`config.mk`:
```
export PLATFORM = sky130hd
export DESIGN_NAME = psat_add_unit
export DESIGN_NICKNAME = d
export VERILOG_FILES = /design/src/rtl/psat_pkg.sv /design/src/rtl/psat_seg_add.sv /design/src/rtl/psat_clamp.sv /design/src/rtl/psat_add_unit.sv
export SDC_FILE = /design/constraint.sdc
export NUM_CORES = 1
export LEC_CHECK = 0
export ABC_CLOCK_PERIOD_IN_PS = 1000
export BUFFER_PORTS_ARGS = -buffer_cell sky130_fd_sc_hd__buf_2
export CORE_ASPECT_RATIO = 2
export CORE_UTILIZATION = 40
export DETAILED_ROUTE_END_ITERATION = 7
export SLEW_MARGIN = 30
export SYNTH_ARGS = -nofsm -noshare
export SYNTH_HDL_FRONTEND = slang
export SYNTH_SLANG_ARGS = --single-unit
```
`constraint.sdc`:
```
create_clock -name clk -period 1 [get_ports clk]
set_input_delay 0.3 -clock clk [delete_from_list [all_inputs] [get_ports clk]]
set_output_delay 0.3 -clock clk [all_outputs]
set_load 0.05 [all_outputs]
```
`src/rtl/psat_pkg.sv`:
```
package psat_pkg;

   // True when segment g is the lowest segment of its lane for the size code ls.
   function automatic logic is_lane_base(input int g, input logic [1:0] ls);
      int unsigned m;
      m = (32'd1 << ls) - 32'd1;
      return (unsigned'(g) & m) == 32'd0;
   endfunction

   // Index of the most significant segment of the lane holding segment g.
   function automatic int lane_top(input int g, input logic [1:0] ls, input int nseg);
      int unsigned m;
      int          t;
      m = (32'd1 << ls) - 32'd1;
      t = int'(unsigned'(g) | m);
      if (t > nseg - 1) t = nseg - 1;
      return t;
   endfunction

endpackage

```
`src/rtl/psat_seg_add.sv`:
```
module psat_seg_add #(
   parameter int SEG_W   = 8,
   parameter int NUM_SEG = 8,
   localparam int DW     = SEG_W * NUM_SEG
) (
   input  logic [DW-1:0]      a,
   input  logic [DW-1:0]      b,
   input  logic               sub,
   input  logic [1:0]         ls,
   output logic [DW-1:0]      sum,
   output logic [NUM_SEG-1:0] cout,
   output logic [NUM_SEG-1:0] ovf
);

   logic [DW-1:0] bx;

   assign bx = sub ? ~b : b;

   for (genvar g = 0; g < NUM_SEG; g++) begin : g_seg
      localparam int LO = g * SEG_W;
      localparam int HI = LO + SEG_W - 1;
      logic         cin;
      logic [SEG_W:0] s;

      if (g == 0) begin : g_first
         assign cin = sub;
      end else begin : g_rest
         logic lane_start;
         assign lane_start = psat_pkg::is_lane_base(g, ls);
         assign cin = lane_start ? sub : g_seg[g-1].s[SEG_W];
      end

      assign s = {1'b0, a[HI:LO]} + {1'b0, bx[HI:LO]} + {{SEG_W{1'b0}}, cin};
      assign sum[HI:LO] = s[SEG_W-1:0];
      assign cout[g]    = s[SEG_W];
      assign ovf[g]     = (a[HI] == bx[HI]) && (s[SEG_W-1] != a[HI]);
   end

endmodule

```
`src/rtl/psat_clamp.sv`:
```
module psat_clamp #(
   parameter int SEG_W    = 8,
   parameter int NUM_SEG  = 8,
   parameter int SAT_LVLS = 2,
   localparam int DW      = SEG_W * NUM_SEG
) (
   input  logic [DW-1:0]      a,
   input  logic [DW-1:0]      sum,
   input  logic [NUM_SEG-1:0] cout,
   input  logic [NUM_SEG-1:0] ovf,
   input  logic               sub,
   input  logic [1:0]         ls,
   input  logic               sat_en,
   input  logic               sgn,
   output logic [DW-1:0]      res
);

   logic sat_ok;

   assign sat_ok = sat_en && (int'(ls) < SAT_LVLS);

   for (genvar g = 0; g < NUM_SEG; g++) begin : g_lane
      localparam int LO = g * SEG_W;
      localparam int HI = LO + SEG_W - 1;
      int               t;
      logic             go_hi;
      logic             go_lo;
      logic [SEG_W-1:0] hi_v;
      logic [SEG_W-1:0] lo_v;
      logic [SEG_W-1:0] seg_res;

      always_comb begin
         t = psat_pkg::lane_top(g, ls, NUM_SEG);
         if (sgn) begin
            go_hi = ovf[t] && !a[t*SEG_W + SEG_W - 1];
            go_lo = ovf[t] &&  a[t*SEG_W + SEG_W - 1];
         end else begin
            go_hi = !sub &&  cout[t];
            go_lo =  sub && !cout[t];
         end
         hi_v = '1;
         lo_v = '0;
         if (sgn && (g == t)) begin
            hi_v[SEG_W-1] = 1'b0;
            lo_v[SEG_W-1] = 1'b1;
         end
         if (!sat_ok)    seg_res = sum[HI:LO];
         else if (go_hi) seg_res = hi_v;
         else if (go_lo) seg_res = lo_v;
         else            seg_res = sum[HI:LO];
      end

      assign res[HI:LO] = seg_res;
   end

endmodule

```
`src/rtl/psat_add_unit.sv`:
```
module psat_add_unit #(
   parameter int SEG_W    = 8,
   parameter int NUM_SEG  = 8,
   parameter int SAT_LVLS = 2
) (
   input  logic                     clk,
   input  logic                     rst_n,
   input  logic                     in_valid,
   input  logic [SEG_W*NUM_SEG-1:0] op_a,
   input  logic [SEG_W*NUM_SEG-1:0] op_b,
   input  logic                     op_sub,
   input  logic [1:0]               lane_size,
   input  logic                     sat_mode,
   input  logic                     signed_sat,
   output logic                     out_valid,
   output logic [SEG_W*NUM_SEG-1:0] result
);

   localparam int DW     = SEG_W * NUM_SEG;
   localparam int NSIZES = $clog2(NUM_SEG) + 1;

   if (NUM_SEG < 1 || NUM_SEG > 8 || (NUM_SEG & (NUM_SEG - 1)) != 0) begin : g_bad_nseg
      $error("NUM_SEG must be a power of two no larger than 8");
   end
   if (SEG_W < 2) begin : g_bad_segw
      $error("SEG_W must be at least 2");
   end
   if (SAT_LVLS < 0 || SAT_LVLS > NSIZES) begin : g_bad_sat
      $error("SAT_LVLS exceeds the number of lane sizes");
   end

   logic [DW-1:0]      sum;
   logic [DW-1:0]      clamped;
   logic [NUM_SEG-1:0] cout;
   logic [NUM_SEG-1:0] ovf;

   psat_seg_add #(.SEG_W(SEG_W), .NUM_SEG(NUM_SEG)) u_add (
      .a    (op_a),
      .b    (op_b),
      .sub  (op_sub),
      .ls   (lane_size),
      .sum  (sum),
      .cout (cout),
      .ovf  (ovf)
   );

   psat_clamp #(.SEG_W(SEG_W), .NUM_SEG(NUM_SEG), .SAT_LVLS(SAT_LVLS)) u_clamp (
      .a      (op_a),
      .sum    (sum),
      .cout   (cout),
      .ovf    (ovf),
      .sub    (op_sub),
      .ls     (lane_size),
      .sat_en (sat_mode),
      .sgn    (signed_sat),
      .res    (clamped)
   );

   always_ff @(posedge clk or negedge rst_n) begin
      if (!rst_n) begin
         out_valid <= 1'b0;
         result    <= '0;
      end else begin
         out_valid <= in_valid;
         if (in_valid) result <= clamped;
      end
   end

   // valid timing and result hold
   a_r8_valid_next: assert property (@(posedge clk) disable iff (!rst_n)
      in_valid |=> out_valid);
   a_r8_idle_hold: assert property (@(posedge clk) disable iff (!rst_n)
      !in_valid |=> (!out_valid && $stable(result)));

   // wrapped byte sum in lane 0
   a_r2_byte_wrap: assert property (@(posedge clk) disable iff (!rst_n)
      (in_valid && !op_sub && !sat_mode && lane_size == 2'd0)
      |=> result[SEG_W-1:0] == $past(SEG_W'(op_a[SEG_W-1:0] + op_b[SEG_W-1:0])));

   // lane 1 unaffected by lane 0 carry in byte mode
   a_r1_lane_isolate: assert property (@(posedge clk) disable iff (!rst_n)
      (in_valid && !op_sub && !sat_mode && lane_size == 2'd0)
      |=> result[2*SEG_W-1:SEG_W] == $past(SEG_W'(op_a[2*SEG_W-1:SEG_W] + op_b[2*SEG_W-1:SEG_W])));

   // unsigned saturating byte sum never below A
   a_r4_usat_floor: assert property (@(posedge clk) disable iff (!rst_n)
      (in_valid && sat_mode && !signed_sat && !op_sub && lane_size == 2'd0)
      |=> result[SEG_W-1:0] >= $past(op_a[SEG_W-1:0]));

   // unsigned saturating byte difference never above A
   a_r5_usub_ceiling: assert property (@(posedge clk) disable iff (!rst_n)
      (in_valid && sat_mode && !signed_sat && op_sub && lane_size == 2'd0)
      |=> result[SEG_W-1:0] <= $past(op_a[SEG_W-1:0]));

   // signed saturating 16-bit sum of non-negatives stays non-negative
   a_r6_ssat_sign: assert property (@(posedge clk) disable iff (!rst_n)
      (in_valid && sat_mode && signed_sat && !op_sub && lane_size == 2'd1
       && !op_a[2*SEG_W-1] && !op_b[2*SEG_W-1])
      |=> !result[2*SEG_W-1]);

endmodule

```
==> results of run 1 <==
[power by group]
| group | switching [W] | internal [W] | total, W | leakage, nW |
|---|---|---|---|---|
| Sequential | 0.000630 | 0.00336 | 0.00399 | 0.726 |
| Combinational | 0.00785 | 0.00710 | 0.0150 | 5.39 |
| Clock | 0.00137 | 0.00192 | 0.00329 | 0.137 |
| Total | 0.00985 | 0.0124 | 0.0222 | 6.25 |
[sequential cells by signal, summed over array words and instances, names as in the netlist]
name and cells:
result 64, out_valid 1
[final timing paths]
check,end
max,result[29]
min,result[43]
max reg2reg,result[7]
min reg2reg,result[55]
max in group asynchronous,result[28]
min in group clk,out_valid
[logic make-up (layout without fill, tap and decap cells)]
logic type	Yosys count	in the layout	synth area share, %
AO/OA/AOI/OAI	318	318	29.4
XOR/XNOR	109	109	13.1
adder cells (fa/ha/maj)	74	74	14.3
buffers and inverters	63	653	3.39
flip-flops	65	65	22.3
multiplexers	16	16	2.46
other	0	2	0
AND/OR/NAND/NOR	238	238	15.0
[cell type report]
type / instances / area, µm²
diodes: 2 / 5.00
clock buffers: 9 / 225
clock inverters: 7 / 71.3
fillers: 1318 / 4590
inverters: 22 / 82.6
multi-input cells: 755 / 6240
flip-flops and latches: 65 / 1630
well taps: 213 / 267
repair buffers: 615 / 4670
[critical path, delay by kind of cell]
| kind | cells | cell delay, ns |
|---|---|---|
| AND/OR/NAND/NOR | 3 | 0.22 |
| AO/OA/AOI/OAI | 31 | 5.25 |
| XOR/XNOR | 1 | 0.15 |
| buffers and inverters | 5 | 0.71 |
| adder cells (fa/ha/maj) | 15 | 5.62 |
| multiplexers | 1 | 0.12 |
[what timing repair did]
action                                  4_1_cts  5_1_grt
setup buffers                               154       27
hold endpoints to repair                     13        0
endpoints found under the setup margin      129      129
pin swaps                                    67       50
hold buffers                                  1        0
resized for setup                           216       65
[through the flow]
stage	setup slack (ns)	utilization, %
finish	-11.17	74.2
detailed placement	-11.60	58.6
global placement	-11.30	58.6
CTS	-10.61	71.2
global route	-11.81	74.2
floorplan	-11.19	-
[per-layer routing]
metal	share of wire (%)	vias up	wire, µm
met3	4.3	196	1390
li1	-	4418	-
met5	0	-	0
met1	33	4589	10800
met2	55	393	17800
met4	8.1	0	2660
[Yosys cell counts, drive strengths merged (7+ instances only)]
cell	number	share of area, %
fa	15	4.1
mux2i	10	1.4
buf	13	0.81
a211o	7	0.84
inv	22	1.1
o21a	13	1.3
dfrtp	65	22
nand2	66	3.4
a21o	16	1.7
a211oi	19	2.1
o22ai	23	2.0
xor2	84	10
o221a	12	1.9
a21oi	91	6.3
ha	59	10
o21ai	63	4.4
o211ai	8	0.83
nor2	88	4.6
xnor2	25	3.0
nor3	20	1.4
nand3	16	1.1
clkbuf	28	1.4
a31oi	11	1.2
o21bai	9	0.98
==> summary.md, run 1 <==
| Metric | Value |
|---|---|
| Die width | 97.4 µm |
| Slowest stage delay, CP | 0.41 ns |
| Most frequent cells in the layout | buf_4, buf_2, buf_6 |
| DR WL/cell | 19.4 µm |
| Starting DRC count in detailed routing | 542 |
| Cell mode on critical path | fa_2 |
| Gate Count Post-Synth | 883 |
| Worst Path Required | 1.22 ns |
| Synth-to-layout area growth | 81.3% |
| Non-Filler Instances | roughly 1.7k |
| Buffers on Ports | 200 |
| Global-route wire length before repair | 49200 µm |
| Dpl cells | 1495 |
| DR DRC count | 0 |
| Worst-Skew Late Latency | 0.35 ns |
| Most used DFF post-synth | dfrtp_1 |
| Vias in the first global route | 10.1k |
| GR Layer Usage met2 | 64.1% |
| Hold crit path type | primary input to asynchronous set/reset pin |
| R2R Setup Slk | -0.13 ns |
| Crit path max-delay cell type | fa_2 |
| Gr busiest metal | met2 |
| Post-DRT Antenna Nets | 0 |
| Top Ports | 201 |
| DP Area | 10400 µm² |
| Distinct cell type count of the synthesized netlist | 79 |
| Vias per cell | around 5.7 |
| Outcome | finished, violations left |
| Fin crit period | between 10 and 15 ns |
| Grt ovf | 0 |
| Clock root buffer | clkbuf_16 |
| GPL Wtd Cong | between 0.9 and 1 |
| CTS Buf Count | 9 |
| Setup Skew | 0 ns |
| Fin worst setup slack | -11.17 ns |
| Peak supply drop | 0.00119 V |
| Post-route cell area | 13200 µm² |
| Syn Area/Cell | 8.24 µm² |
| Share of post-route cells with drive strength above 1 | 54.2% |
| CP Data Arrival Time | 12.39 ns |
| Leakage Power | roughly 6.3 nW |
| Total power | 0.0222 W |
| Synth Net Count | 1093 |
| Pwr Density | 1680 nW/µm² |
| Fin. Hold Viols | 0 |
| Clock Tree Buf Depth | 2 |
| Synth async-reset ratio | 100% |
| H-Tree Level Count | 3 |
| Relative slew margins | 59.1% |
| Post-Route WL | 32700 µm |
| Clock Pin Slew Worst Setup and Hold Paths | 0.06 ns |
| Slew of the pin with the lowest slew margin | around 0.60 ns |
| Crit path max fanout | 7 |
| Met3 GRT Util | 5.07% |
| Via count | 9596 |
| R2R Path Start | result[7] |
| Tcrit/Tclk final | 1220% |
| # rows | 69 |
| Gr usage total | between 30% and 40% |
| Violated checks | setup timing |
| Placed wire-length estimate | 21800 µm |
| Setup Crit Path Kind | primary input to flop |
| Die height | between 150 and 200 µm |
| Achievable frequency | between 80 and 90 MHz |
| Cells on worst reg2reg path | 5 |
| #FFs+latches synth | 65 |
| Max-cap violations | 0 |
| Crit. Startpoint | op_sub |
| Yosys warnings | 0 |
| Initial cell density of the core | 40.9% |
| Register area share after synthesis | around 22% |
| CTS tree | yes |
| Mapped cell area | a little over 7000 µm² |
| GR Util met1 | 31.3% |
| Nets | 1678 |
| Initial antenna violation count | 2 |
| Die Area | around 19000 µm² |
| Num Clock Sinks | 65 |
| Largest net degree at the start of global routing | 32 |
| EDFF count, synth | 0 |
| Unrepaired setup endpoints after global routing | true |
| TritonRoute pass-1 iters | 5 |
| Final Setup Violations | 129 |
| Placeable Area | 17800 µm² |
| Max-slew violations | 0 |
| Startpoint types | primary input |
| Crit path capture type | flop |
| WHS | roughly 0.32 ns |
| Setup TNS | -719.01 ns |
| Commonest non-fill, non-tap cell in the layout | buf_4 |
No activity file was read; power rests on OpenSTA's default activity.
==> inputs of run 2 (changes only) <==
- SYNTH_HIERARCHICAL: not set -> 1
==> run 2 against run 1 <==
The flow still finishes with violations (setup timing); register-to-register slack gained 0.12 ns; clock skew is the same; core utilization shrank 12 points; non-clock buffer count shrank 151; count of clock-buffer cells in the layout grew 2; worst hold slack gained 0.036 ns; maximum frequency grew 1.5%; global-route usage shrank 9.0 points; critical path depth shrank 1; die area grew 15%; wire length shrank 18%; clock power grew 3%; largest cell class unchanged.
==> summary.md, run 2 <==
| Metric | Value |
|---|---|
| Outcome | finished, violations left |
| Violated checks | setup timing |
| Startpoint types | primary input |
| DR DRC count | 0 |
| CTS tree | yes |
| Initial antenna violation count | 0 |
| Most used DFF post-synth | dfrtp_1 |
| Dpl cells | between 1.5k and 2k |
| Initial cell density of the core | 41.0% |
| Achievable frequency | roughly 83 MHz |
| Synth Net Count | around 1.1k |
| Largest Register | result |
| Crit path max-delay cell type | a2111oi_4 |
| Max-cap violations | 0 |
| TritonRoute pass-1 iters | 4 |
| Max reg flops | 64 |
| Die width | roughly 100 µm |
| Number of diodes | 0 |
| Leakage Power | 6.38 nW |
| Count leader, synth | dfrtp_1 |
| Global-route wire length before repair | 41500 µm |
| Num Clock Sinks | 65 |
| Peak supply drop | 0.00161 V |
| Crit path capture type | flop |
| Crit. Startpoint | op_sub |
| Tcrit/Tclk final | 1200% |
| Worst-Skew Late Latency | about 0.34 ns |
| CTS Buf Count | 9 |
| Commonest non-fill, non-tap cell in the layout | buf_4 |
| Hold crit path type | primary input to asynchronous set/reset pin |
| Via count | 8344 |
| Post-Route WL | roughly 27000 µm |
| Buffers on Ports | 200 |
| Yosys warnings | 6 |
| Met2 routed WL | 15000 µm |
| Syn Area/Cell | 9.64 µm² |
| Synth async-reset ratio | 100% |
| #FFs+latches synth | 65 |
| Synth-to-layout area growth | 51.1% |
| R2R Path Start | result[32] |
| Vias in the first global route | 8704 |
| Cell mode on critical path | fa_2 |
| Distinct cell type count of the synthesized netlist | ~90 |
| Crit path max fanout | 7 |
| Top post-synthesis cells by count | dfrtp_1, xor2_1, mux2_4, ha_1 |
| Top cells by area, synth | dfrtp_1, mux2_4, ha_1 |
| Clock Pin Slew Worst Setup and Hold Paths | 0.05 ns |
| Worst Path Required | 1.23 ns |
| Pwr Density | between 1500 and 2000 nW/µm² |
| Gr usage total | 24.5% |
| Fin worst setup slack | -10.99 ns |
| DR WL/cell | approximately 17 µm |
| Grt ovf | 0 |
| Register area share after synthesis | ~19% |
| Largest net degree at the start of global routing | 30 |
| Fill cell count | 1758 |
| Die Area | approximately 22000 µm² |
| Fin. Hold Viols | 0 |
| Metal3 WL | 912 µm |
| Max-slew violations | 0 |
| Total power | ~0.023 W |
| Setup Skew | 0 ns |
| Clock Tree Buf Depth | 2 |
| Die height | about 210 µm |
| Fin crit period | 11.99 ns |
| EDFF count, synth | 0 |
| Setup Crit Path Kind | primary input to flop |
| Post-DRT Antenna Nets | 0 |
| Final Setup Violations | about 130 |
| # rows | 74 |
| Placeable Area | between 20000 and 25000 µm² |
| Post-synth top area share | 19.4% |
| Clock root buffer | clkbuf_16 |
| Most frequent cells in the layout | buf_4, buf_2, buf_6 |
| Top layer used by detailed routing | met4 |
| Slew of the pin with the lowest slew margin | about 0.49 ns |
| Unrepaired setup endpoints after global routing | true |
| H-Tree Level Count | 3 |
| Routed met1 length | roughly 9100 µm |
| Leading area contributor after synthesis | dfrtp_1 |
| Non-Filler Instances | roughly 1.6k |
| CP Data Arrival Time | 12.22 ns |
| Vias per cell | ~5.3 |
| Starting DRC count in detailed routing | 263 |
| Placed wire-length estimate | 21100 µm |
| Top Ports | around 200 |
| Relative slew margins | 67.1% |
| Nets | 1519 |
| Mapped cell area | ~8400 µm² |
| Top flop regs | result: 64 flops, out_valid: 1 flops |
| Gate Count Post-Synth | roughly 870 |
| GPL Wtd Cong | 0.888 |
| Slowest stage delay, CP | 0.44 ns |
| Share of post-route cells with drive strength above 1 | approximately 50% |
## run 2: cell types whose count changed in the layout (fill, tap and decap cells not counted), moves of 13 or more
cell     before  now
nand2_1      61   36
buf_4       395  247
mux2i_1      10   25
xor2_1       81   60
a21o_1       15   51
o21ai_0      46   31
nor2_1       80   49
o22ai_1      13    0
a21oi_2      46    4
inv_1        22   47
mux2_4        2   67
nor2b_1       6   25
## run 2: critical path, delay by kind of cell
family,cells,cell delay [ns]
multiplexers,5,1.23
XOR/XNOR,1,0.14
AND/OR/NAND/NOR,9,0.69
AO/OA/AOI/OAI,24,6.10
adder cells (fa/ha/maj),14,3.46
buffers and inverters,2,0.28
## run 2: layer usage
metal	vias up	track usage, %
met3	83	3.27
met1	4020	23.0
met2	222	49.1
met4	0	15.4
li1	4019	-
met5	-	0
## run 2: layout make-up
class | instances | area [µm²] | area share [%]
multi-input combinational | 722 | 6650 | 52.5
timing repair buffer | 464 | 3570 | 28.2
sequential | 65 | 1630 | 12.9
tap | 266 | 333 | 2.63
clock buffer | 11 | 233 | 1.84
inverter | 48 | 180 | 1.42
clock inverter | 3 | 67.6 | 0.534
## run 2: metrics by stage
stage / hold slack, ns / utilization (%) / instance area (µm²) / TNS [ns] / setup slack, ns
after CTS: 0.357 / 60.5 / 12400 / -713.85 / -11.05
after global placement: 0.181 / 54.5 / 11100 / -725.52 / -11.48
final: 0.360 / 61.9 / 12700 / -709.11 / -10.99
after floorplan: 0.00441 / - / 8570 / -693.73 / -10.98
after detailed placement: 0.185 / 54.5 / 11100 / -740.46 / -11.69
after global routing: 0.377 / 61.9 / 12700 / -744.05 / -11.53
## run 2: path summary, 6_finish.rpt
check | end | slack [ns] | cells past startpoint
max in group asynchronous | result[40] | 0.19 | 3
worst max-delay path | result[2] | -10.99 | 55
worst max register to register | result[32] | -0.01 | 3
min in group clk | out_valid | 0.37 | 2
worst min-delay path | out_valid | 0.36 | 2
worst min register to register | result[53] | 0.54 | 1
## run 2: kinds of logic after synthesis
| group | count (synthesis) | share of synthesized area (%) |
|---|---|---|
| AO/OA/AOI/OAI | 234 | 20.7 |
| XOR/XNOR | 90 | 9.41 |
| flip-flops | 65 | 19.4 |
| buffers and inverters | 82 | 5.93 |
| adder cells (fa/ha/maj) | 73 | 12.2 |
| AND/OR/NAND/NOR | 210 | 13.9 |
| multiplexers | 115 | 18.3 |
## run 2: what timing repair did
| item | in CTS | in global routing |
|---|---|---|
| setup endpoints to repair | 129 | 129 |
| pin swaps | 28 | 32 |
| setup buffers | 36 | 25 |
| endpoints found under the hold margin | 10 | 0 |
| cloned | 1 | 0 |
| gates resized for setup | 183 | 26 |
| hold buffers | 1 | 0 |
## run 2: power by group
part / switching [W] / internal [W]
registers: 0.000768 / 0.00358
logic: 0.00799 / 0.00765
clock network: 0.00124 / 0.00216
total: 0.0100 / 0.0134
